[src/rtl/nps_pkg.sv]
package nps_pkg;
  typedef enum logic [1:0] {
    CYC_CMD  = 2'd0,
    CYC_ADDR = 2'd1,
    CYC_DATA = 2'd2,
    CYC_BAD  = 2'd3
  } cyc_kind_e;

  typedef enum logic [2:0] {
    CC_SETUP,
    CC_MOVE,
    CC_CONFIRM,
    CC_RESET,
    CC_OTHER,
    CC_UNKNOWN
  } cmd_cls_e;

  localparam logic [7:0] OP_SETUP   = 8'h80;
  localparam logic [7:0] OP_MOVE    = 8'h85;
  localparam logic [7:0] OP_CONF_SP = 8'h10;
  localparam logic [7:0] OP_CONF_TP = 8'h11;
  localparam logic [7:0] OP_CONF_CP = 8'h15;
  localparam logic [7:0] OP_RESET   = 8'hFF;

  localparam logic [1:0] KIND_SINGLE   = 2'd1;
  localparam logic [1:0] KIND_TWOPLANE = 2'd2;
  localparam logic [1:0] KIND_CACHE    = 2'd3;
endpackage

[src/rtl/nps_cmd_decode.sv]
module nps_cmd_decode
  import nps_pkg::*;
(
  input  logic [7:0] code,
  output cmd_cls_e   cls,
  output logic [1:0] kind
);
  always_comb begin
    kind = 2'd0;
    unique case (code)
      OP_SETUP:   cls = CC_SETUP;
      OP_MOVE:    cls = CC_MOVE;
      OP_RESET:   cls = CC_RESET;
      OP_CONF_SP: begin cls = CC_CONFIRM; kind = KIND_SINGLE;   end
      OP_CONF_TP: begin cls = CC_CONFIRM; kind = KIND_TWOPLANE; end
      OP_CONF_CP: begin cls = CC_CONFIRM; kind = KIND_CACHE;    end
      8'h00, 8'h05, 8'h06, 8'h30, 8'h35, 8'h70,
      8'h78, 8'h90, 8'hE0, 8'hEC, 8'hEE, 8'hEF:
                  cls = CC_OTHER;
      default:    cls = CC_UNKNOWN;
    endcase
  end
endmodule

[src/rtl/nps_addr_asm.sv]
module nps_addr_asm #(
  parameter int COL_W = 12,
  parameter int ROW_W = 24
) (
  input  logic             clk,
  input  logic             rst_n,
  input  logic             start,
  input  logic             abort,
  input  logic             fire,
  input  logic [7:0]       byte_i,
  output logic             collecting,
  output logic             done,
  output logic [COL_W-1:0] col,
  output logic [ROW_W-1:0] row
);
  localparam int COL_CYC = (COL_W + 7) / 8;
  localparam int ROW_CYC = (ROW_W + 7) / 8;
  localparam int TOT     = COL_CYC + ROW_CYC;
  localparam int CNT_W   = $clog2(TOT);
  localparam int ALL_W   = 8 * TOT;
  localparam logic [CNT_W-1:0] LAST = CNT_W'(TOT - 1);

  logic [CNT_W-1:0] cnt;
  logic [ALL_W-1:0] shadow;
  logic [ALL_W-1:0] merged;

  // the byte being taken this cycle is merged in, so the result is
  // available on the same edge as the final address byte
  for (genvar g = 0; g < TOT; g++) begin : g_byte
    assign merged[8*g +: 8] = (cnt == CNT_W'(g)) ? byte_i : shadow[8*g +: 8];
  end

  assign done = fire && collecting && (cnt == LAST);
  assign col  = COL_W'(merged[8*COL_CYC-1:0]);
  assign row  = ROW_W'(merged[ALL_W-1:8*COL_CYC]);

  always_ff @(posedge clk or negedge rst_n) begin
    if (!rst_n) begin
      collecting <= 1'b0;
      cnt        <= '0;
      shadow     <= '0;
    end else if (start) begin
      collecting <= 1'b1;
      cnt        <= '0;
    end else if (abort) begin
      collecting <= 1'b0;
      cnt        <= '0;
    end else if (fire && collecting) begin
      shadow[8*cnt +: 8] <= byte_i;
      if (cnt == LAST) begin
        collecting <= 1'b0;
        cnt        <= '0;
      end else begin
        cnt <= cnt + 1'b1;
      end
    end
  end
endmodule

[src/rtl/nps_wr_stage.sv]
module nps_wr_stage #(
  parameter int COL_W   = 12,
  parameter int COL_MAX = 2112
) (
  input  logic             clk,
  input  logic             rst_n,
  input  logic             clear,
  input  logic             load,
  input  logic [COL_W-1:0] load_col,
  input  logic             dat_fire,
  input  logic [7:0]       dat,
  input  logic             wr_ready,
  output logic [COL_W-1:0] ptr,
  output logic             wr_valid,
  output logic [COL_W-1:0] wr_col,
  output logic [7:0]       wr_data
);
  localparam logic [COL_W-1:0] LIM = COL_W'(COL_MAX);

  logic             room;
  logic [COL_W-1:0] load_clamped;

  assign room         = (ptr != LIM);
  assign load_clamped = (load_col > LIM) ? LIM : load_col;

  always_ff @(posedge clk or negedge rst_n) begin
    if (!rst_n) begin
      ptr <= '0;
    end else if (clear) begin
      ptr <= '0;
    end else if (load) begin
      ptr <= load_clamped;
    end else if (dat_fire && room) begin
      ptr <= ptr + 1'b1;
    end
  end

  always_ff @(posedge clk or negedge rst_n) begin
    if (!rst_n) begin
      wr_valid <= 1'b0;
      wr_col   <= '0;
      wr_data  <= '0;
    end else if (dat_fire && room) begin
      wr_valid <= 1'b1;
      wr_col   <= ptr;
      wr_data  <= dat;
    end else if (wr_ready) begin
      wr_valid <= 1'b0;
    end
  end
endmodule

[src/rtl/nps_pgm_seq.sv]
module nps_pgm_seq
  import nps_pkg::*;
#(
  parameter int PAGE_BYTES  = 2048,
  parameter int SPARE_BYTES = 64,
  parameter int ROW_W       = 24,
  parameter int PAGE_W      = 6,
  parameter int LUN_W       = 1,
  localparam int COL_MAX    = PAGE_BYTES + SPARE_BYTES,
  localparam int COL_W      = $clog2(COL_MAX + 1)
) (
  input  logic             clk,
  input  logic             rst_n,
  input  logic             rdy,
  input  logic             in_valid,
  output logic             in_ready,
  input  logic [1:0]       in_kind,
  input  logic [7:0]       in_byte,
  output logic             wr_valid,
  input  logic             wr_ready,
  output logic [COL_W-1:0] wr_col,
  output logic [7:0]       wr_data,
  output logic [COL_W-1:0] col_ptr,
  output logic [ROW_W-1:0] tgt_row,
  output logic             data_mode,
  output logic             done_valid,
  output logic [1:0]       done_kind,
  output logic             seq_err,
  output logic             lun_err
);
  localparam int PLANE_POS = PAGE_W;
  localparam int LUN_POS   = ROW_W - LUN_W;

  logic             fire, cmd_fire, addr_fire, data_fire, bad_fire;
  cmd_cls_e         cls;
  logic [1:0]       conf_kind;
  logic             pend, chk;
  logic             asm_start, asm_abort, collecting, asm_done;
  logic [COL_W-1:0] asm_col;
  logic [ROW_W-1:0] asm_row;
  logic             mismatch, accept_addr, clear_all;

  assign in_ready  = !wr_valid || wr_ready;
  assign fire      = in_valid && in_ready;
  assign cmd_fire  = fire && (in_kind == CYC_CMD);
  assign addr_fire = fire && (in_kind == CYC_ADDR);
  assign data_fire = fire && (in_kind == CYC_DATA);
  assign bad_fire  = fire && (in_kind == CYC_BAD);

  nps_cmd_decode u_dec (
    .code (in_byte),
    .cls  (cls),
    .kind (conf_kind)
  );

  assign asm_start = cmd_fire && rdy && ((cls == CC_SETUP) || (cls == CC_MOVE));
  assign asm_abort = cmd_fire && !asm_start;
  assign clear_all = cmd_fire && (cls == CC_RESET);

  nps_addr_asm #(.COL_W(COL_W), .ROW_W(ROW_W)) u_asm (
    .clk        (clk),
    .rst_n      (rst_n),
    .start      (asm_start),
    .abort      (asm_abort),
    .fire       (addr_fire),
    .byte_i     (in_byte),
    .collecting (collecting),
    .done       (asm_done),
    .col        (asm_col),
    .row        (asm_row)
  );

  // die and plane bits of a retarget must match the pending row
  assign mismatch =
      (asm_row[PLANE_POS] != tgt_row[PLANE_POS]) ||
      (asm_row[LUN_POS +: LUN_W] != tgt_row[LUN_POS +: LUN_W]);
  assign accept_addr = asm_done && !(chk && mismatch);

  nps_wr_stage #(.COL_W(COL_W), .COL_MAX(COL_MAX)) u_wr (
    .clk      (clk),
    .rst_n    (rst_n),
    .clear    (clear_all),
    .load     (accept_addr),
    .load_col (asm_col),
    .dat_fire (data_fire && data_mode),
    .dat      (in_byte),
    .wr_ready (wr_ready),
    .ptr      (col_ptr),
    .wr_valid (wr_valid),
    .wr_col   (wr_col),
    .wr_data  (wr_data)
  );

  always_ff @(posedge clk or negedge rst_n) begin
    if (!rst_n) begin
      pend       <= 1'b0;
      chk        <= 1'b0;
      data_mode  <= 1'b0;
      tgt_row    <= '0;
      done_valid <= 1'b0;
      done_kind  <= 2'd0;
      seq_err    <= 1'b0;
      lun_err    <= 1'b0;
    end else begin
      done_valid <= 1'b0;
      if (cmd_fire) begin
        unique case (cls)
          CC_RESET: begin
            pend      <= 1'b0;
            chk       <= 1'b0;
            data_mode <= 1'b0;
            tgt_row   <= '0;
            seq_err   <= 1'b0;
            lun_err   <= 1'b0;
          end
          CC_SETUP: begin
            if (rdy) begin
              pend      <= 1'b0;
              chk       <= 1'b0;
              data_mode <= 1'b0;
            end else begin
              seq_err <= 1'b1;
            end
          end
          CC_MOVE: begin
            if (rdy) begin
              chk       <= pend;
              data_mode <= 1'b0;
            end else begin
              seq_err <= 1'b1;
            end
          end
          CC_CONFIRM: begin
            if (pend && !collecting) begin
              done_valid <= 1'b1;
              done_kind  <= conf_kind;
              pend       <= 1'b0;
              data_mode  <= 1'b0;
            end else begin
              seq_err <= 1'b1;
            end
          end
          CC_OTHER: data_mode <= 1'b0;
          default:  seq_err   <= 1'b1;
        endcase
      end
      if (addr_fire) begin
        if (!collecting) begin
          seq_err <= 1'b1;
        end else if (asm_done) begin
          pend      <= 1'b1;
          data_mode <= 1'b1;
          if (chk && mismatch) lun_err <= 1'b1;
          else                 tgt_row <= asm_row;
        end
      end
      if (data_fire && !data_mode) seq_err <= 1'b1;
      if (bad_fire) seq_err <= 1'b1;
    end
  end
endmodule

[config.mk]
export PLATFORM = sky130hd
export DESIGN_NAME = nps_pgm_seq
export DESIGN_NICKNAME = d
export VERILOG_FILES = /design/src/rtl/nps_pkg.sv /design/src/rtl/nps_cmd_decode.sv /design/src/rtl/nps_addr_asm.sv /design/src/rtl/nps_wr_stage.sv /design/src/rtl/nps_pgm_seq.sv
export SDC_FILE = /design/constraint.sdc
export NUM_CORES = 1
export LEC_CHECK = 0
export ABC_AREA = 1
export ABC_CLOCK_PERIOD_IN_PS = 2600
export CORE_ASPECT_RATIO = 1.75
export CORE_MARGIN = 2
export CORE_UTILIZATION = 35
export CTS_CLUSTER_DIAMETER = 60
export DETAILED_ROUTE_END_ITERATION = 7
export PLACE_DENSITY = 0.55
export SLEW_MARGIN = 20
export SYNTH_ARGS = -nofsm -noshare
export SYNTH_HDL_FRONTEND = slang
export SYNTH_SLANG_ARGS = --single-unit
export TNS_END_PERCENT = 50
[constraint.sdc]
create_clock -name clk -period 2.6 [get_ports clk]
set_input_delay 0.39 -clock clk [delete_from_list [all_inputs] [get_ports clk]]
set_output_delay 0.39 -clock clk [all_outputs]
set_load 0.05 [all_outputs]
==> results by group, run 1 <==
Final layout
  – Share of layout cells above drive strength 1: 10.6%
  – Final core utilization: 43.9%
  – Non-filler instance count after layout: 1,047
  – Area grow syn2layout: 24.4%
  – Most common cell after layout, fill and taps aside: nand2_1
  – Number of diodes: 0
  – # nets final: 875
  – Most frequent cells in the layout: nand2_1, dfrtp_1, o21ai_0

Detailed routing
  – WL per Instance: 17.1 um
  – Iter 0 DRT Violations: 287
  – Via count: 5,392
  – Final ANT Viol Nets: 0
  – DR DRC count: 0
  – WL final: 17.9 mm
  – Post-DR vias/cell: 5.15
  – DR pass1 iterations: 5

Synth
  – Register area share after synthesis: 45.7%
  – EDFF count, synth: 0
  – Library cells used by synthesis: 41
  – Area of the mapped netlist: 0.00575 sq mm
  – Yosys Warn Count: 0
  – Syn nets: 784
  – Mapped Cells: 759
  – Ys async rst share: 100%
  – Avg Inst Size Synth: 7.58 sq um
  – Synth Register Bits: 105
  – Top_reg_cell synth: dfrtp_1

Floorplanning
  – Die Y: 174 um
  – IO Count: 79
  – Die area: 0.0175 sq mm
  – FP Rows: 62
  – Initial core utilization: 35.3%
  – Die W: 101 um
  – Core region area: 0.0163 sq mm

Clocking
  – TritonCTS buffer count: 9
  – Clock sinks: 105
  – # H-tree levels: 3
  – Worst skew pair latency: 0.36 ns
  – CTS root buf: clkbuf_16
  – Clock transition at path regs: 0.08 ns
  – Clock tree from TritonCTS: yes
  – Clock Path Buffers: 2

Setup path
  – CP Max Fanout: 10
  – Worst Setup End Kind: flop
  – Crit Path Class: flop to flop
  – R2r worst-path depth: 13
  – Arr. time, crit path: 2.64 ns
  – Worst Path Required: 2.87 ns
  – Startpoint Class: flop

Power
  – Internal power: 3.09 mW
  – Cell Pwr Density: 733 mW/mm^2
  – Comb pwr share: 36.1%
  – Register share of total power: 37.6%
  – Clock power share: 26.3%
  – Worst VDD drop: 0.000353 V
  – Leak pwr: 3.48 nW
  – Sw Ratio: 41.1%
  – Net Switching: 2.16 mW

Status
  – Status: completed

Global routing
  – Total GRT Usage: 20.9%
  – Congestion Overflow GR: 0
  – Pin count of the biggest net entering global routing: 65
  – Wire length of the first global-routing pass: 28.4 mm
  – Initial antenna violation count: 0
  – Vias in the first global route: 5,389

Timing
  – Final Hold Violating Endpoints: 0
  – Fin crit share: 90.8%
  – Worst-margin pin slew: 0.539 ns
  – Final setup viols: 0
  – Final Max Slew Viols: 0
  – Max Fclk: 424 MHz
  – Unrepaired setup endpoints after global routing: no
  – WHS: 0.384 ns
  – Max Clock Skew: 0.0157 ns
  – Final min period: 2.36 ns
  – Max-slew headroom: 63.9%
  – Final setup TNS: 0 ns

Place
  – PortBufs: 78
  – Placed instance count: 1,030
  – Placer Congestion: 1.00
  – Hpwl dp: 13.9 mm

Run
  – Max-Cap Viols: 0

Hold path
  – Min-delay worst type: input port to async pin
critical path, stage by stage, from the launching register on:
cell     delay, ns
dfrtp_1       0.43
inv_1         0.15
ha_1          0.19
ha_1          0.32
inv_2         0.17
nand2_1       0.10
nand2_1       0.09
nor2_1        0.11
nand3_1       0.11
nand2_1       0.09
nand2_1       0.06
nand2_2       0.18
nand3_1       0.12
a21oi_1       0.16
metal layers:
layer  global-route usage [%]  routed length [um]  up-vias
met3                     2.34                 529       38
met2                     38.7                9810      137
met5                        0                   0        -
met4                     9.40                 729        0
li1                         -                   -     2644
met1                     23.5                6820     2573
per-stage QoR:
stage	total power, mW	area [sq um]	worst slack [ns]
2_1_floorplan	3.22	5750	0.406
3_5_place_dp	3.90	6850	0.0132
6_report	5.24	7160	0.239
4_1_cts	5.28	7150	0.231
5_1_grt	5.52	7160	0.0294
3_3_place_gp	3.89	6850	-0.0349
synth_stat cells (2+ instances only):
library cell    n  area share, %
nor2_1         53            3.5
or2_2           3           0.33
o22ai_1         2           0.22
nor2_2          3           0.33
o21ai_0        87            7.6
buf_4           5           0.65
nand2_2         7           0.76
mux2i_1         2           0.35
nand3_1        69            6.0
xor2_1          3           0.46
inv_2          10           0.65
dfrtp_1       105             46
nand2_4         2           0.39
inv_1          60            3.9
a21oi_1        19            1.7
buf_6           5           0.98
ha_1           10            2.2
nand4_1        15            1.6
nor3_2          3           0.52
nand3_2         3           0.52
nor3_1          4           0.35
nand2_1       242             16
buf_2          16            1.4
nor2_4          2           0.39
o31ai_1         4           0.52
clkbuf_1        7           0.46
o211ai_1        4           0.52
flip-flops by register name (all words and copies together), names as in the netlist, 2 cells and up:
signal,count
u_asm.shadow,36
u_wr.wr_col,12
u_wr.wr_data,8
done_kind,2
u_asm.cnt,3
u_wr.ptr,12
tgt_row,24
area by class of cell:
class                      count  area (sq um)
timing repair buffer         113          1070
sequential                   105          2630
multi-input combinational    550          2650
fill                        1704          9130
tap                          192           240
clock buffer                  10           229
inverter                      71           274
clock inverter                 6          62.6
timing repair:
item,in CTS,in global routing
setup buffers,0,0
endpoints found under the hold margin,5,0
resized for setup,0,2
hold buffers,1,0
setup endpoints to repair,0,3
power groups by stage:
| stage | clock, mW | combinational (mW) | sequential, mW |
|---|---|---|---|
| floorplan | 0 | 0.710 | 2.51 |
| global placement | 0 | 1.89 | 2.00 |
| detailed placement | 0 | 1.90 | 2.00 |
| CTS | 1.41 | 1.91 | 1.97 |
| global route | 1.48 | 2.04 | 2.00 |
| finish | 1.38 | 1.90 | 1.97 |
final timing paths:
path,start,endpoint,slack (ns)
max,u_asm.cnt[1],u_wr.ptr[3],0.24
min,rst_n,tgt_row[19],0.38
max reg2reg,u_asm.cnt[1],u_wr.ptr[3],0.24
min reg2reg,u_wr.wr_col[8],u_wr.wr_col[8],0.48
max in group asynchronous,rst_n,u_wr.ptr[2],1.55
min in group clk,u_wr.wr_col[8],u_wr.wr_col[8],0.48
kinds of logic after synthesis:
kind of cell	Yosys count	synth area share, %
compound gates	126	12.0
buf+inv	104	8.20
mux	2	0.348
flops	105	45.7
simple gates	409	31.1
fa+ha+maj	10	2.17
xor+xnor	3	0.457
Note: power is estimated with default switching activity, not from simulation.
==> run 2: changes to the inputs <==
Settings changed: SYNTH_HIERARCHICAL set to 1.
==> run 2 against run 1 <==
Critical path depth rose by 2. Power fell by 31%. Synthesized cell count rose by 12%. Clock skew shrank 0.0038 ns. Largest cell class unchanged. Worst hold slack worse by 0.0046 ns.
==> results by group, run 2 <==
Detailed routing
  – DR DRC count: 0
  – WL final: 18.1 mm
  – WL per Instance: 14.8 um
  – DR pass1 iterations: 5
  – Iter 0 DRT Violations: 228
  – Post-DR vias/cell: 4.72
  – Final ANT Viol Nets: 0
  – Via count: 5,803

Synth
  – Syn nets: 878
  – Register area share after synthesis: 43.0%
  – Yosys Warn Count: 6
  – Avg Inst Size Synth: 7.17 sq um
  – Library cells used by synthesis: 39
  – Mapped Cells: 853
  – Area of the mapped netlist: 0.00612 sq mm
  – Most numerous cell in the Yosys netlist: nand2_1
  – Top_reg_cell synth: dfrtp_1
  – Synth Register Bits: 105
  – Top post-synthesis cells by area: dfrtp_1, nand2_1, nand3_1
  – EDFF count, synth: 0
  – Commonest cells post-synth: nand2_1, dfrtp_1, nand3_1
  – Cell taking the most area after synthesis: dfrtp_1
  – Ys async rst share: 100%
  – Area share of the leading cell type in the synthesized netlist: 43.0%

Global routing
  – Initial antenna violation count: 0
  – Wire length of the first global-routing pass: 29.3 mm
  – Total GRT Usage: 19.9%
  – Congestion Overflow GR: 0
  – Pin count of the biggest net entering global routing: 37
  – Vias in the first global route: 5,773

Place
  – DP Worst Slack: -0.372 ns
  – PortBufs: 78
  – DP Area: 0.00762 sq mm
  – Placer Congestion: 0.828
  – Hpwl dp: 13.6 mm

Setup path
  – Worst Path Required: 2.90 ns
  – Cell breakdown of the critical path: clkdlybuf4s50_1 > nand2_1 > nor2_1 > nand2_1 > nand2_2 > buf_4 > nor2_1 > and3_1 > buf_4 > nor2_2 > nand3_4 > buf_4 > nor2_2 > nand3_1 > nand2_1
  – Max incr delay on CP: 0.57 ns
  – R2r worst-path depth: 15
  – Internal reg-to-reg setup slack: 0.16 ns
  – Worst flop-to-flop path startpoint: u_asm/cnt[0]
  – Arr. time, crit path: 2.74 ns
  – Crit Path Class: input port to flop
  – Startpoint Class: input port
  – Worst Setup End Kind: flop
  – Reg2reg end: u_wr/ptr[0]
  – Worst path slowest cell: clkdlybuf4s50_1
  – CP Max Fanout: 6

Final layout
  – Share of layout cells above drive strength 1: 14.9%
  – Post-route design area: 0.00807 sq mm
  – # nets final: 1,018
  – Most frequent cells in the layout: nand2_1, dfrtp_1, nand3_1
  – Max FFs per register: 36
  – Most common cell after layout, fill and taps aside: nand2_1
  – Biggest register: u_asm/shadow
  – Area grow syn2layout: 32.0%
  – Final core utilization: 46.7%
  – Regs by FF count: u_asm/shadow x36, tgt_row x24
  – Number of diodes: 0

Timing
  – Final Max Slew Viols: 0
  – Max Fclk: 409 MHz
  – Unrepaired setup endpoints after global routing: no
  – Max Clock Skew: 0.0119 ns
  – Final Hold Violating Endpoints: 0
  – WHS: 0.380 ns
  – Worst-margin pin slew: 0.604 ns
  – Setup WS post-layout: 0.156 ns
  – Final min period: 2.44 ns
  – Max-slew headroom: 59.6%
  – Final setup viols: 0
  – Fin crit share: 94.0%

Floorplanning
  – FP Rows: 64
  – Initial core utilization: 35.4%
  – Die area: 0.0186 sq mm
  – Die Y: 179 um
  – Die W: 104 um
  – Core region area: 0.0173 sq mm
  – IO Count: 79

Clocking
  – Clock tree from TritonCTS: yes
  – TritonCTS buffer count: 9
  – Clock transition at path regs: 0.08 ns
  – Worst skew pair latency: 0.36 ns
  – # H-tree levels: 3
  – CTS root buf: clkbuf_16
  – Clock sinks: 105
  – Clock Path Buffers: 2

Power
  – Cell Pwr Density: 450 mW/mm^2
  – Worst VDD drop: 0.000350 V
  – Leak pwr: 4.12 nW

Run
  – Max-Cap Viols: 0

Hold path
  – Min-Delay Path Depth: 3
  – Worst Hold Launch: in_byte[2]
  – WHS Endpoint: u_wr/wr_data[2]
  – Min-delay worst type: input port to flop

Status
  – Status: completed
run 2: cell types whose count changed after synthesis, sizes merged, moves of 5 or more:
cell and change:
a21oi +5, inv +19, nand3 +21, nor2 +24, o21ai -24, nand4 -10
nand2 +60, a21boi +18, buf -5
run 2: cell type report:
type                       count  area (sq um)
tap                          231           289
timing repair buffer         154          1420
multi-input combinational    630          3030
inverter                      93           357
clock buffer                   9           225
sequential                   105          2630
clock inverter                 7           124
fill                        1807          9220
run 2: how the worst max path moves through the flow:
stage	from	endpoint	slack, ns	depth (start not counted)
final	in_byte[4]	u_asm/shadow[16]	0.16	15
after global routing	in_byte[4]	u_asm/shadow[7]	0.006	14
after CTS	u_asm/cnt[1]	u_wr/ptr[5]	0.005	14
after detailed placement	in_byte[7]	u_asm/shadow[2]	-0.37	15
after global placement	in_byte[7]	u_wr/ptr[5]	-0.33	18
after floorplan	u_asm/cnt[0]	u_wr/ptr[7]	0.04	16
run 2: where the power goes:
group / internal, mW / switching, mW / total (mW)
logic: 0.139 / 0.232 / 0.371
clock network: 0.877 / 0.696 / 1.57
registers: 1.67 / 0.0233 / 1.69
total: 2.68 / 0.951 / 3.63
run 2: metal layers:
| layer | up-vias | share of wire (%) | GRT usage, % |
|---|---|---|---|
| met5 | - | 0 | 0 |
| met4 | 0 | 2.7 | 7.26 |
| met3 | 26 | 2.3 | 2.51 |
| met2 | 98 | 54 | 38.3 |
| met1 | 2683 | 41 | 22.1 |
| li1 | 2996 | - | - |
run 2: through the flow:
| stage | std cells | TNS [ns] | power [mW] |
|---|---|---|---|
| floorplan | 853 | 0 | 1.90 |
| global placement | 1207 | -16.46 | 2.09 |
| detailed placement | 1207 | -18.73 | 2.09 |
| CTS | 1224 | 0 | 3.69 |
| global route | 1229 | 0 | 3.78 |
| finish | 1229 | 0 | 3.63 |
run 2: kinds of logic (layout without fill, tap and decap cells):
kind of cell | count (synthesis) | after routing | synth area share [%]
simple gates | 502 | 504 | 35.5
buf+inv | 121 | 263 | 8.45
compound gates | 115 | 116 | 11.1
flops | 105 | 105 | 43.0
fa+ha+maj | 10 | 10 | 2.05
run 2: critical path, delay by kind of cell:
kind                   cells  cell delay, ns
AND/OR/NAND/NOR           11            1.31
buffers and inverters      4            1.02
run 2: repair_timing:
action	in CTS	in global routing
resized for setup	1	19
pin swaps	1	6
endpoints found under the hold margin	19	0
setup endpoints to repair	12	56
hold buffers	1	0
buffers inserted	0	2
gates cloned	0	3
==> run 3: changes to the inputs <==
Settings changed: CORE_MARGIN 2 to 5, SLEW_MARGIN 20 to unset.
==> run 3 against run 2 <==
Wire length up 0.15%. Sequential power about the same. Die area up 9.3%. First-iteration DRC count up 46%. Sequential cell count unchanged. Clock-buffer cell count unchanged. Clock skew down 0.0033 ns. Sequential share of layout area down 0.065 points. Register-to-register slack about the same. Global-route usage down 1.1 points. Worst setup slack worse by 0.0095 ns. Clock power down 3%. Critical path type is now flop to flop. Critical endpoint is now u_wr/ptr[0]. Largest cell class unchanged. Largest power group unchanged.
==> results by group, run 3 (synthesis results as in run 2) <==
Clocking
  – Worst skew pair latency: 0.35 ns
  – CTS root buf: clkbuf_16
  – Clock Path Buffers: 2
  – TritonCTS buffer count: 9
  – Clock sinks: 105
  – Clock transition at path regs: 0.08 ns
  – # H-tree levels: 3
  – Clock tree from TritonCTS: yes

Final layout
  – Share of layout cells above drive strength 1: 15.4%
  – Max FFs per register: 36
  – Most frequent cells in the layout: nand2_1, dfrtp_1, nand3_1
  – Area grow syn2layout: 32.3%
  – Regs by FF count: u_asm/shadow x36, tgt_row x24
  – Fillers: 1,816
  – # nets final: 1,026
  – Final core utilization: 46.6%
  – Number of diodes: 0
  – Most common cell after layout, fill and taps aside: nand2_1
  – Biggest register: u_asm/shadow

Detailed routing
  – Iter 0 DRT Violations: 332
  – Metal1 wirelength: 7.30 mm
  – Max layer used: met4
  – Via count: 5,837
  – Final ANT Viol Nets: 0
  – DR DRC count: 0
  – WL per Instance: 14.7 um
  – DR pass1 iterations: 5
  – WL final: 18.2 mm
  – Post-DR vias/cell: 4.72
  – Wire length on met3: 625 um
  – Routed wire length on met2: 9.87 mm

Timing
  – Fin crit share: 94.4%
  – Final setup viols: 0
  – Final min period: 2.45 ns
  – Max Fclk: 408 MHz
  – Final Hold Violating Endpoints: 0
  – Max Clock Skew: 0.00851 ns
  – Worst-margin pin slew: 0.591 ns
  – Final Max Slew Viols: 0
  – Max-slew headroom: 60.6%

Power
  – Worst VDD drop: 0.000438 V
  – Power Total: 3.59 mW
  – Sw Ratio: 25.6%
  – Register share of total power: 47.0%
  – Internal power: 2.67 mW
  – Clock power share: 42.6%
  – Leak pwr: 4.15 nW
  – Comb pwr share: 10.4%
  – Net Switching: 0.920 mW
  – Cell Pwr Density: 444 mW/mm^2

Floorplanning
  – Die Y: 185 um
  – FP Rows: 64
  – Die W: 110 um
  – Core region area: 0.0174 sq mm
  – Initial core utilization: 35.2%
  – Die area: 0.0203 sq mm
  – IO Count: 79

Setup path
  – Most frequent CP cell: nand2_1
  – Cell breakdown of the critical path: inv_2 > ha_1 > ha_1 > clkinv_2 > o21ai_0 > buf_4 > nand2_1 > nand2_1 > nand2_1 > a21boi_2 > clkinv_2 > buf_4 > nor3_1 > nand2_1 > nand3_1
  – Reg2reg end: u_wr/ptr[0]
  – Internal reg-to-reg setup slack: 0.15 ns
  – CP Max Fanout: 8
  – Startpoint Class: flop
  – CP Buf/Inv Count: 5
  – Worst Path Required: 2.88 ns
  – R2r worst-path depth: 15
  – Worst path top cell family by delay: buffers and inverters
  – Worst path slowest cell: dfrtp_1
  – Crit Path Class: flop to flop
  – Max incr delay on CP: 0.39 ns
  – Arr. time, crit path: 2.74 ns
  – Worst Setup End Kind: flop
  – Worst flop-to-flop path startpoint: u_asm/cnt[0]

Place
  – Hpwl dp: 14.0 mm
  – Placer Congestion: 0.844
  – PortBufs: 78

Run
  – Max-Cap Viols: 0

Status
  – Status: completed

Global routing
  – Total GRT Usage: 18.8%
  – Congestion Overflow GR: 0
  – Initial antenna violation count: 0
  – Vias in the first global route: 5,789
  – Wire length of the first global-routing pass: 29.8 mm
  – Pin count of the biggest net entering global routing: 48

Hold path
  – WHS Endpoint: u_wr/wr_data[0]
  – Min-delay worst type: input port to flop
  – Min-Delay Path Depth: 3
  – Worst Hold Launch: in_byte[0]
## run 3: cell types whose count changed in the layout (fill, tap and decap cells not counted), sizes merged
| cell | delta |
|---|---|
| a21oi | -1 |
| buf | +9 |
| clkdlybuf4s50 | -1 |
| clkinv | -2 |
| dlymetal6s2s | +1 |
| inv | +2 |
## run 3: worst min-delay path, cell delays in order
cell and delay (ns):
dlymetal6s2s_1 0.16, nand2_1 0.08, nand2_1 0.05
## run 3: power groups by stage
stage	sequential, mW	clock (mW)	combinational (mW)
floorplan	1.74	0	0.159
global placement	1.72	0	0.368
detailed placement	1.72	0	0.371
CTS	1.69	1.58	0.376
global route	1.69	1.63	0.419
finish	1.69	1.53	0.373
## run 3: repair_timing
item | 4_1_cts | 5_1_grt
resized for setup | 2 | 16
endpoints found under the hold margin | 10 | 0
setup endpoints to repair | 8 | 55
setup buffers | 0 | 2
cloned | 0 | 2
hold buffers | 1 | 0
pin swaps | 0 | 4
## run 3: how the worst max path moves through the flow
stage	from	endpoint	slack [ns]	depth (start not counted)
after floorplan	u_asm/cnt[0]	u_wr/ptr[7]	0.04	16
after global placement	in_byte[0]	u_asm/shadow[0]	-0.33	15
after detailed placement	in_byte[1]	u_asm/shadow[0]	-0.41	16
after CTS	in_byte[1]	u_asm/shadow[18]	0.01	16
after global routing	u_asm/cnt[0]	u_wr/ptr[0]	-0.008	15
final	u_asm/cnt[0]	u_wr/ptr[0]	0.15	15
## run 3: routing by layer
metal	GRT usage, %	up-vias
met1	22.2	2692
met3	1.95	22
met4	5.69	0
met2	34.8	116
li1	-	3007
met5	0	-
## run 3: layout make-up
type	instances	area (sq um)	area share (%)
Multi-Input combinational cell	629	3020	37.3
Sequential cell	105	2630	32.5
Timing Repair Buffer	163	1470	18.1
Inverter	93	357	4.41
Tap cell	231	289	3.57
Clock buffer	9	225	2.78
Clock inverter	7	106	1.31
## run 3: stage by stage
| stage | setup TNS, ns | hold slack (ns) | instance area, sq um | setup WS [ns] | cells |
|---|---|---|---|---|---|
| final | 0 | 0.373 | 8090 | 0.146 | 1237 |
| after global routing | -0.00821 | 0.384 | 8090 | -0.00821 | 1237 |
| after CTS | 0 | 0.480 | 8010 | 0.0110 | 1233 |
| after detailed placement | -18.67 | 0.365 | 7660 | -0.411 | 1216 |
| after global placement | -17.37 | 0.370 | 7660 | -0.330 | 1216 |
| after floorplan | 0 | 0.0944 | 6130 | 0.0367 | 853 |
